### src/rtl/dss_pkg.sv
package dss_pkg;
  localparam int STATE_W  = 8;
  localparam int IOGO_BIT = 7;
  localparam int DTR_BIT  = 5;
  localparam int CNT_BIT  = 3;
  localparam int RACK_BIT = 2;

  typedef enum logic [STATE_W-1:0] {
    ST_IDLE0 = 8'h00,
    ST_IDLE1 = 8'h01,
    ST_IDLE2 = 8'h03,
    ST_RST   = 8'h04,
    ST_WR0   = 8'h20,
    ST_WR1   = 8'h21,
    ST_WR2   = 8'h22,
    ST_WG0   = 8'hA0,
    ST_WG1   = 8'hA1,
    ST_HOLD  = 8'h80,
    ST_RD0   = 8'hA8,
    ST_RD1   = 8'hA9,
    ST_RD2   = 8'hAA,
    ST_RD3   = 8'hAB
  } state_e;
endpackage

### src/rtl/dss_sync.sv
module dss_sync #(
  parameter int WIDTH  = 3,
  parameter int STAGES = 2
) (
  input  logic             clk_i,
  input  logic             rst_ni,
  input  logic [WIDTH-1:0] d_i,
  output logic [WIDTH-1:0] q_o
);
  localparam int LAST = STAGES - 1;

  for (genvar b = 0; b < WIDTH; b++) begin : g_bit
    logic [STAGES-1:0] chain_q;
    always_ff @(posedge clk_i or negedge rst_ni) begin
      if (!rst_ni) chain_q <= '0;
      else if (STAGES == 1) chain_q <= d_i[b];
      else chain_q <= {chain_q[STAGES-2:0], d_i[b]};
    end
    assign q_o[b] = chain_q[LAST];
  end
endmodule

### src/rtl/dss_fsm.sv
module dss_fsm
  import dss_pkg::*;
(
  input  logic   clk_i,
  input  logic   rst_ni,
  input  logic   reset_i,
  input  logic   go_i,
  input  logic   read_i,
  output state_e state_o,
  output logic   done_o
);
  state_e state_q, state_d;
  logic   done_q;

  always_comb begin
    state_d = ST_RST;
    if (!reset_i) begin
      unique case (state_q)
        ST_RST:   state_d = ST_IDLE0;
        ST_IDLE0: state_d = ST_IDLE1;
        ST_IDLE1: state_d = ST_IDLE2;
        ST_IDLE2: state_d = !go_i ? ST_IDLE0 : (read_i ? ST_RD0 : ST_WR0);
        ST_WR0:   state_d = ST_WR1;
        ST_WR1:   state_d = ST_WR2;
        ST_WR2:   state_d = ST_WG0;
        ST_WG0:   state_d = ST_WG1;
        ST_WG1:   state_d = ST_HOLD;
        ST_RD0:   state_d = ST_RD1;
        ST_RD1:   state_d = ST_RD2;
        ST_RD2:   state_d = ST_RD3;
        ST_RD3:   state_d = ST_HOLD;
        ST_HOLD:  state_d = ST_IDLE0;
        default:  state_d = ST_RST;
      endcase
    end
  end

  always_ff @(posedge clk_i or negedge rst_ni) begin
    if (!rst_ni) begin
      state_q <= ST_RST;
      done_q  <= 1'b0;
    end else begin
      state_q <= state_d;
      done_q  <= (state_q == ST_HOLD) && (state_d == ST_IDLE0);
    end
  end

  assign state_o = state_q;
  assign done_o  = done_q;

  AST_RESET_FORCE: assert property (@(posedge clk_i) disable iff (!rst_ni)
    reset_i |=> state_q == ST_RST);
  AST_IDLE_STEP: assert property (@(posedge clk_i) disable iff (!rst_ni)
    (state_q == ST_IDLE0 && !reset_i) |=> state_q == ST_IDLE1);
  AST_WRITE_TAIL: assert property (@(posedge clk_i) disable iff (!rst_ni)
    (state_q == ST_WG1 && !reset_i) |=> state_q == ST_HOLD);
  AST_READ_TAIL: assert property (@(posedge clk_i) disable iff (!rst_ni)
    (state_q == ST_RD3 && !reset_i) |=> state_q == ST_HOLD);
  AST_DONE_SINGLE: assert property (@(posedge clk_i) disable iff (!rst_ni)
    done_q |=> !done_q);
  AST_DONE_AFTER_HOLD: assert property (@(posedge clk_i) disable iff (!rst_ni)
    $rose(done_q) |-> $past(state_q) == ST_HOLD);
  AST_ABORT_NO_DONE: assert property (@(posedge clk_i) disable iff (!rst_ni)
    reset_i |=> !done_q);
endmodule

### src/rtl/dma_strobe_seq.sv
module dma_strobe_seq
  import dss_pkg::*;
#(
  parameter int SYNC_STAGES = 2
) (
  input  logic       clk_i,
  input  logic       rst_ni,
  input  logic       reset_i,
  input  logic       pause_i,
  input  logic       ready_i,
  input  logic       read_i,
  output logic       dtr_o,
  output logic       iogo_o,
  output logic       count_o,
  output logic       rst_ack_o,
  output logic [1:0] qual_o,
  output logic [7:0] state_o,
  output logic       done_o
);
  localparam int IN_W = 3;

  logic [IN_W-1:0] raw, syn;
  state_e          state;

  assign raw = {read_i, ready_i, pause_i};

  dss_sync #(.WIDTH(IN_W), .STAGES(SYNC_STAGES)) u_sync (
    .clk_i  (clk_i),
    .rst_ni (rst_ni),
    .d_i    (raw),
    .q_o    (syn)
  );

  dss_fsm u_fsm (
    .clk_i   (clk_i),
    .rst_ni  (rst_ni),
    .reset_i (reset_i),
    .go_i    (syn[1] & ~syn[0]),
    .read_i  (syn[2]),
    .state_o (state),
    .done_o  (done_o)
  );

  // outputs are raw state bits: registered, no decode
  assign state_o   = state;
  assign iogo_o    = state[IOGO_BIT];
  assign dtr_o     = state[DTR_BIT];
  assign count_o   = state[CNT_BIT];
  assign rst_ack_o = state[RACK_BIT];
  assign qual_o    = state[1:0];

  AST_RACK_QUIET: assert property (@(posedge clk_i) disable iff (!rst_ni)
    rst_ack_o |-> !(dtr_o || iogo_o || count_o));
  AST_COUNT_IN_READ: assert property (@(posedge clk_i) disable iff (!rst_ni)
    count_o |-> (dtr_o && iogo_o));
  AST_START_GATED: assert property (@(posedge clk_i) disable iff (!rst_ni)
    (state_o == 8'h03 && !reset_i && (syn[0] || !syn[1])) |=> state_o == 8'h00);
  AST_CYCLE_FREE_RUN: assert property (@(posedge clk_i) disable iff (!rst_ni)
    (state_o == 8'hA8 && !reset_i) |=> state_o == 8'hA9);
endmodule

### config.mk
export PLATFORM = sky130hd
export DESIGN_NAME = dma_strobe_seq
export DESIGN_NICKNAME = d
export VERILOG_FILES = /design/src/rtl/dss_pkg.sv /design/src/rtl/dss_sync.sv /design/src/rtl/dss_fsm.sv /design/src/rtl/dma_strobe_seq.sv
export SDC_FILE = /design/constraint.sdc
export NUM_CORES = 1
export LEC_CHECK = 0
export BUFFER_PORTS_ARGS = -buffer_cell sky130_fd_sc_hd__buf_2
export CAP_MARGIN = 5
export CORE_MARGIN = 3
export CORE_UTILIZATION = 47
export CTS_CLUSTER_SIZE = 10
export DETAILED_ROUTE_END_ITERATION = 8
export MAX_ROUTING_LAYER = met4
export PLACE_DENSITY_LB_ADDON = 0.1
export RECOVER_POWER = 100
export SKIP_LAST_GASP = 1
export SLEW_MARGIN = 20
export SYNTH_ARGS = -nofsm -noshare
export SYNTH_HDL_FRONTEND = slang
export SYNTH_SLANG_ARGS = --single-unit
### constraint.sdc
create_clock -name clk_i -period 1.7 [get_ports clk_i]
set_input_delay 0.34 -clock clk_i [delete_from_list [all_inputs] [get_ports clk_i]]
set_output_delay 0.34 -clock clk_i [all_outputs]
set_load 0.01 [all_outputs]
==> metrics, run 1 <==
first-pass GRT wire length=roughly 2.1 mm; crit path time final=~1.6 ns; largest delay contributor family on the critical path=simple AND/OR/NAND/NOR gates; M1 GR Usage=a little under 20%; final hold vios=0; area of the mapped netlist=between 600 and 700 µm²; layout cells sized above 1=28.2%; total CTS buffers=3; Main synth FF type=dfrtp_1; status=finished, final reports clean; first drt pass iteration count=3; Fillers=108; pin count of the biggest net entering global routing=14; vias per cell=approximately 5.5; Bufs and invs on worst path=0; num rows=12; CTS tree=done; Leak=roughly 0.34 nW; RSZ-0062 raised after global routing=no; Die Ht=43.5 µm; CP cell instances=or3_1 > nor4_4 > a211oi_4 > nor4_1; synth top area cells=dfrtp_1 (46%), buf_4 (10%), nor3_1 (4.6%); register area=about 330 µm²; Max Cap Viol=0; # DRC=0; via count=between 500 and 600; most area-hungry cell type in the Yosys netlist=dfrtp_1; Hold WC Path Type=input port to register; die width=about 43 µm; Synth top area share=a little under half; routability cong.=0.804; Post-synth EDFFs=0; WL/cell=between 10 and 15 µm; ANT nets after route=0; antenna cells=0; YS warnings=0; #FFs+latches synth=13; initial antenna violation count=0; io pins=21; GRT Util Overall=15.6%; Sink Count=13; global routing usage on met2=between 20% and 30%; Final #Nets=between 80 and 90; slowest stage delay, CP=around 0.46 ns; Max H-tree Level=1; Most Crowded Layer GR=met2; Final Cycle Share=between 90 and 100%; Startpoint Class=register; TNS Setup=0 ns; core region area=1200 µm²; Clock transition at path regs=about 0.070 ns; dpl hpwl=930 µm; total global routing overflow=0; commonest cells in the synthesized netlist=dfrtp_1 (12), buf_4 (9), nor3_1 (6), a21oi_1 (4), nand2b_1 (3); WL final=roughly 1.3 mm; Clock Tree Buf Depth=2; setup violators final=0; Mean Syn Cell Area=around 11 µm²; asr flop ratio synth=100%; worst endpoint required time=1.84 ns; final max-slew violation count=0; Final Util=a little over three fifths; measured slew at the worst slew-check pin=approximately 0.65 ns; met3 usage=around 1.2%; slowest cell on the critical path=or3_1; Starting Density=a little over half; clock tree root buffer cell=clkbuf_4; crit path DAT=approximately 1.8 ns; top-count cell post-synth=dfrtp_1; first-iteration detailed-routing DRC count=5; area of the multi-input gates=approximately 270 µm²; critical path class=register to register; post-synthesis sequential area ratio=49.5%; Worst slew margin=a little under three fifths; CP max FO=7; worst skew pair latency=between 0.2 and 0.3 ns; Area Growth Syn to Fin=14.4%; vias in the first global route=about 490; skew final=0.00123 ns; Pwr Density=1230 nW/µm²; # port buffers=18; die area=1890 µm²; VDD IR max=around 0.0009 V; Worst setup EP type=register; Synth cell types=28; synthesized instance count=just over 60; Fmax=between 600 and 700 MHz
layer usage:
layer  share of wire, %  vias up
met5                  0        -
met4               0.47        0
met3                4.7        2
met2                 50       15
met1                 45      247
li1                   -      240
area by class of cell:
class	count	share of cell area [%]
flip-flops and latches	13	43.3
multi-input cells	38	35.3
repair buffers	23	15.6
clock buffers	4	3.48
well taps	14	2.32
cells by family (layout without fill, tap and decap cells):
family,count (synthesis),in the layout,share of synthesized area [%]
XOR/XNOR,1,1,1.33
multiplexers,1,1,1.52
AND/OR/NAND/NOR,24,24,22.0
AO/OA/AOI/OAI,10,10,11.4
other,1,2,0.569
buffers and inverters,11,27,13.7
flip-flops,13,13,49.5
report_power, final:
group | switching [W] | internal [W]
Combinational | 0.000188 | 0.000151
Sequential | 0.0000607 | 0.000353
Clock | 0.0000849 | 0.0000906
Total | 0.000333 | 0.000595
worst paths after layout:
check / from / to / slack [ns] / cells after the start
max in group asynchronous: rst_ni / u_fsm.state_o[7]$_DFF_PN0_ / 0.67 / 2
min reg2reg: u_sync.g_bit[0].chain_q[0]$_DFF_PN0_ / u_sync.g_bit[0].chain_q[1]$_DFF_PN0_ / 0.35 / 0
min in group asynchronous: rst_ni / u_sync.g_bit[0].chain_q[0]$_DFF_PN0_ / 0.61 / 2
min: pause_i / u_sync.g_bit[0].chain_q[0]$_DFF_PN0_ / 0.18 / 1
max: u_fsm.state_o[5]$_DFF_PN0_ / u_fsm.done_o$_DFF_PN0_ / 0.06 / 4
max reg2reg: u_fsm.state_o[5]$_DFF_PN0_ / u_fsm.done_o$_DFF_PN0_ / 0.06 / 4
per-stage QoR:
stage | setup WS (ns) | hold slack, ns | area, µm² | total power (W) | instances
final | 0.0575 | 0.178 | 754 | 0.000928 | 92
after global routing | 0.00595 | 0.162 | 754 | 0.000987 | 92
after CTS | 0.0254 | 0.167 | 747 | 0.000908 | 92
after detailed placement | 0.0441 | 0.234 | 711 | 0.000725 | 87
after global placement | 0.117 | 0.228 | 711 | 0.000726 | 87
after floorplan | 0.176 | 0.0444 | 663 | 0.000663 | 62
worst reg2reg max path, stage by stage, from the launching register on:
cell and delay, ns:
dfrtp_1 0.43, or3_1 0.46, nor4_4 0.22, a211oi_4 0.11, nor4_1 0.31
what timing repair did:
action | 4_1_cts | 5_1_grt
resized for setup | 0 | 4
endpoints found under the setup margin | 0 | 6
hold buffers | 1 | 0
hold endpoints to repair | 12 | 0
setup buffers | 0 | 0
registers in the layout (all words and copies together), names as in the netlist:
register	count
u_sync.g_bit.chain_q	6
u_fsm.done_o	1
u_fsm.state_o	6
cells in the final DEF (no fill, tap or decap), types with 2 or more instances in the layout:
cell type | synthesis | layout
dfrtp_1 | 12 | 12
buf_2 | 0 | 11
clkbuf_1 | 0 | 9
nor3_1 | 6 | 6
nand2b_1 | 3 | 3
a21oi_1 | 4 | 3
clkbuf_4 | 0 | 3
buf_4 | 9 | 3
nand2_1 | 2 | 2
nand3_1 | 2 | 2
nand4_1 | 2 | 2
conb_1 | 1 | 2
Note: power is estimated with default switching activity, not from simulation.
==> run 2: changes to the inputs <==
--- a/config.mk
+++ b/config.mk
@@ -11,6 +11,7 @@
 export CORE_UTILIZATION = 47
 export CTS_CLUSTER_SIZE = 10
 export DETAILED_ROUTE_END_ITERATION = 8
+export GPL_TIMING_DRIVEN = 0
 export MAX_ROUTING_LAYER = met4
 export PLACE_DENSITY_LB_ADDON = 0.1
 export RECOVER_POWER = 100
==> metrics, run 2 (synthesized netlist as in run 1, its figures left out) <==
# port buffers=18 (unchanged); CP max FO=8 (was 7); Clock transition at path regs=0.07 ns (about the same); slowest stage delay, CP=0.60 ns (was 0.46 ns); num rows=12 (unchanged); setup violators final=0 (unchanged); Fillers=110 (was 108); worst endpoint required time=1.84 ns (about the same); Max H-tree Level=1 (unchanged); Flop pwr share=40.9% (was 44.6%); Fmax=612 MHz (was 609 MHz); Clock Tree Buf Depth=2 (unchanged); M1 GR Usage=17.0% (was 19.3%); routability cong.=0.772 (was 0.804); TNS Setup=0 ns (unchanged); met3 usage=1.24% (unchanged); CTS tree=done (unchanged); Clock power frac=18.4% (was 18.9%); RSZ-0062 raised after global routing=yes (was no); WL final=1.14 mm (was 1.26 mm); core region area=1200 µm² (unchanged); die width=43.5 µm (unchanged); dpl hpwl=832 µm (was 930 µm); Final #Nets=92 (was 85); Hold WC Path Type=input port to register (unchanged); status=finished, final reports clean (unchanged); placed insts=94 (was 87); post-route total power=0.000980 W (was 0.000928 W); Int Pwr=0.000642 W (was 0.000595 W); total CTS buffers=3 (unchanged); VDD IR max=0.000845 V (was 0.000900 V); first-iteration detailed-routing DRC count=12 (was 5); Final Util=68.6% (was 62.8%); skew final=0.00110 ns (was 0.00123 ns); total global routing overflow=0 (unchanged); Die Ht=43.5 µm (unchanged); first-pass GRT wire length=1.86 mm (was 2.13 mm); Worst slew margin=57.0% (was 56.5%); final max-slew violation count=0 (unchanged); Most Crowded Layer GR=met2 (unchanged); Leak=0.399 nW (was 0.341 nW); # DRC=0 (unchanged); Area Growth Syn to Fin=25.0% (was 14.4%); layout cells sized above 1=41.2% (was 28.2%); crit path time final=1.63 ns (was 1.64 ns); Pwr Density=1190 nW/µm² (was 1230 nW/µm²); crit path DAT=1.77 ns (was 1.79 ns); Post CTS Setup Buffer Count=0 (unchanged); commonest non-fill, non-tap cells in the layout=buf_2 (15), dfrtp_1 (11), buf_4 (9) (was dfrtp_1 (12), buf_2 (11), clkbuf_1 (9)); Final Cycle Share=96.2% (was 96.6%); NetSw=0.000339 W (was 0.000333 W); Finished Layout Cells=99 (was 92); Gate power share=40.7% (was 36.5%); clock tree root buffer cell=clkbuf_4 (unchanged); slowest cell on the critical path=dfstp_2 (was or3_1); measured slew at the worst slew-check pin=0.645 ns (was 0.653 ns); Starting Density=54.9% (unchanged); CP cell instances=and2b_1 > nor2b_1 > a211oi_4 > nor3_1 (was or3_1 > nor4_4 > a211oi_4 > nor4_1); antenna cells=0 (unchanged); Net Sw Frac=34.6% (was 35.9%); GRT Util Overall=13.8% (was 15.6%); via count=499 (was 504); global routing usage on met2=20.6% (was 24.8%); Sink Count=13 (unchanged); io pins=21 (unchanged); most common cell after layout, fill and taps aside=buf_2 (was dfrtp_1); vias per cell=5.04 (was 5.48); die area=1890 µm² (unchanged); worst skew pair latency=0.27 ns (was 0.26 ns); first drt pass iteration count=4 (was 3); ANT nets after route=0 (unchanged); Startpoint Class=register (unchanged); Fin Hold WS=0.172 ns (was 0.178 ns); critical path class=register to register (unchanged); vias in the first global route=427 (was 493); WL/cell=11.5 µm (was 13.7 µm); final hold vios=0 (unchanged); initial antenna violation count=0 (unchanged); Max Cap Viol=0 (unchanged); Worst setup EP type=register (unchanged); pin count of the biggest net entering global routing=14 (unchanged)
run 2: changes by cell type in the layout (fill, tap and decap cells not counted), sizes merged:
cell / previous run / this run
buf: 14 / 26
clkbuf: 12 / 7
run 2: layout make-up:
| type | instances | area [µm²] | share of cell area [%] |
|---|---|---|---|
| multi-input cells | 38 | 267 | 32.3 |
| plain buffers | 11 | 90.1 | 10.9 |
| flip-flops and latches | 13 | 328 | 39.8 |
| repair buffers | 19 | 96.3 | 11.7 |
| well taps | 14 | 17.5 | 2.12 |
| clock buffers | 4 | 26.3 | 3.19 |
run 2: timing repair:
action,CTS,global route
gates resized for setup,0,4
hold endpoints to repair,12,0
setup endpoints to repair,0,6
hold buffers,1,0
run 2: layer usage:
layer  vias up  routed length, µm
met5         -                  0
met4         0                 25
met3         4                 70
met2        15                544
met1       222                502
li1        258                  -
run 2: power by group through the flow:
stage          logic, W  registers (W)  clock network, W
3_3_place_gp   0.000359       0.000405                 0
2_1_floorplan  0.000250       0.000413                 0
3_5_place_dp   0.000362       0.000405                 0
5_1_grt        0.000441       0.000411          0.000213
6_report       0.000399       0.000401          0.000180
4_1_cts        0.000365       0.000399          0.000190
run 2: worst paths after layout:
check,depth (start not counted),slack [ns],startpoint,to
setup reg to reg,4,0.07,u_fsm.state_o[2]$_DFF_PN1_,u_fsm.state_o[0]$_DFF_PN0_
min in group asynchronous,2,0.60,rst_ni,u_sync.g_bit[0].chain_q[0]$_DFF_PN0_
max in group asynchronous,2,0.65,rst_ni,u_fsm.state_o[1]$_DFF_PN0_
hold reg to reg,0,0.36,u_sync.g_bit[0].chain_q[0]$_DFF_PN0_,u_sync.g_bit[0].chain_q[1]$_DFF_PN0_
setup / recovery,4,0.07,u_fsm.state_o[2]$_DFF_PN1_,u_fsm.state_o[0]$_DFF_PN0_
hold / removal,1,0.17,read_i,u_sync.g_bit[2].chain_q[0]$_DFF_PN0_
run 2: worst max-delay path: cells and delay by family, from the launching register on:
| kind | cells | cell delay (ns) |
|---|---|---|
| flip-flops | 1 | 0.60 |
| AND/OR/NAND/NOR | 3 | 0.51 |
| AO/OA/AOI/OAI | 1 | 0.40 |
run 2: metrics by stage:
step / setup WS (ns) / cell area, µm²
6_report: 0.0651 / 825
5_1_grt: -0.0175 / 825
4_1_cts: 0.00813 / 807
3_5_place_dp: 0.0132 / 771
3_3_place_gp: -0.0124 / 771
2_1_floorplan: 0.176 / 663
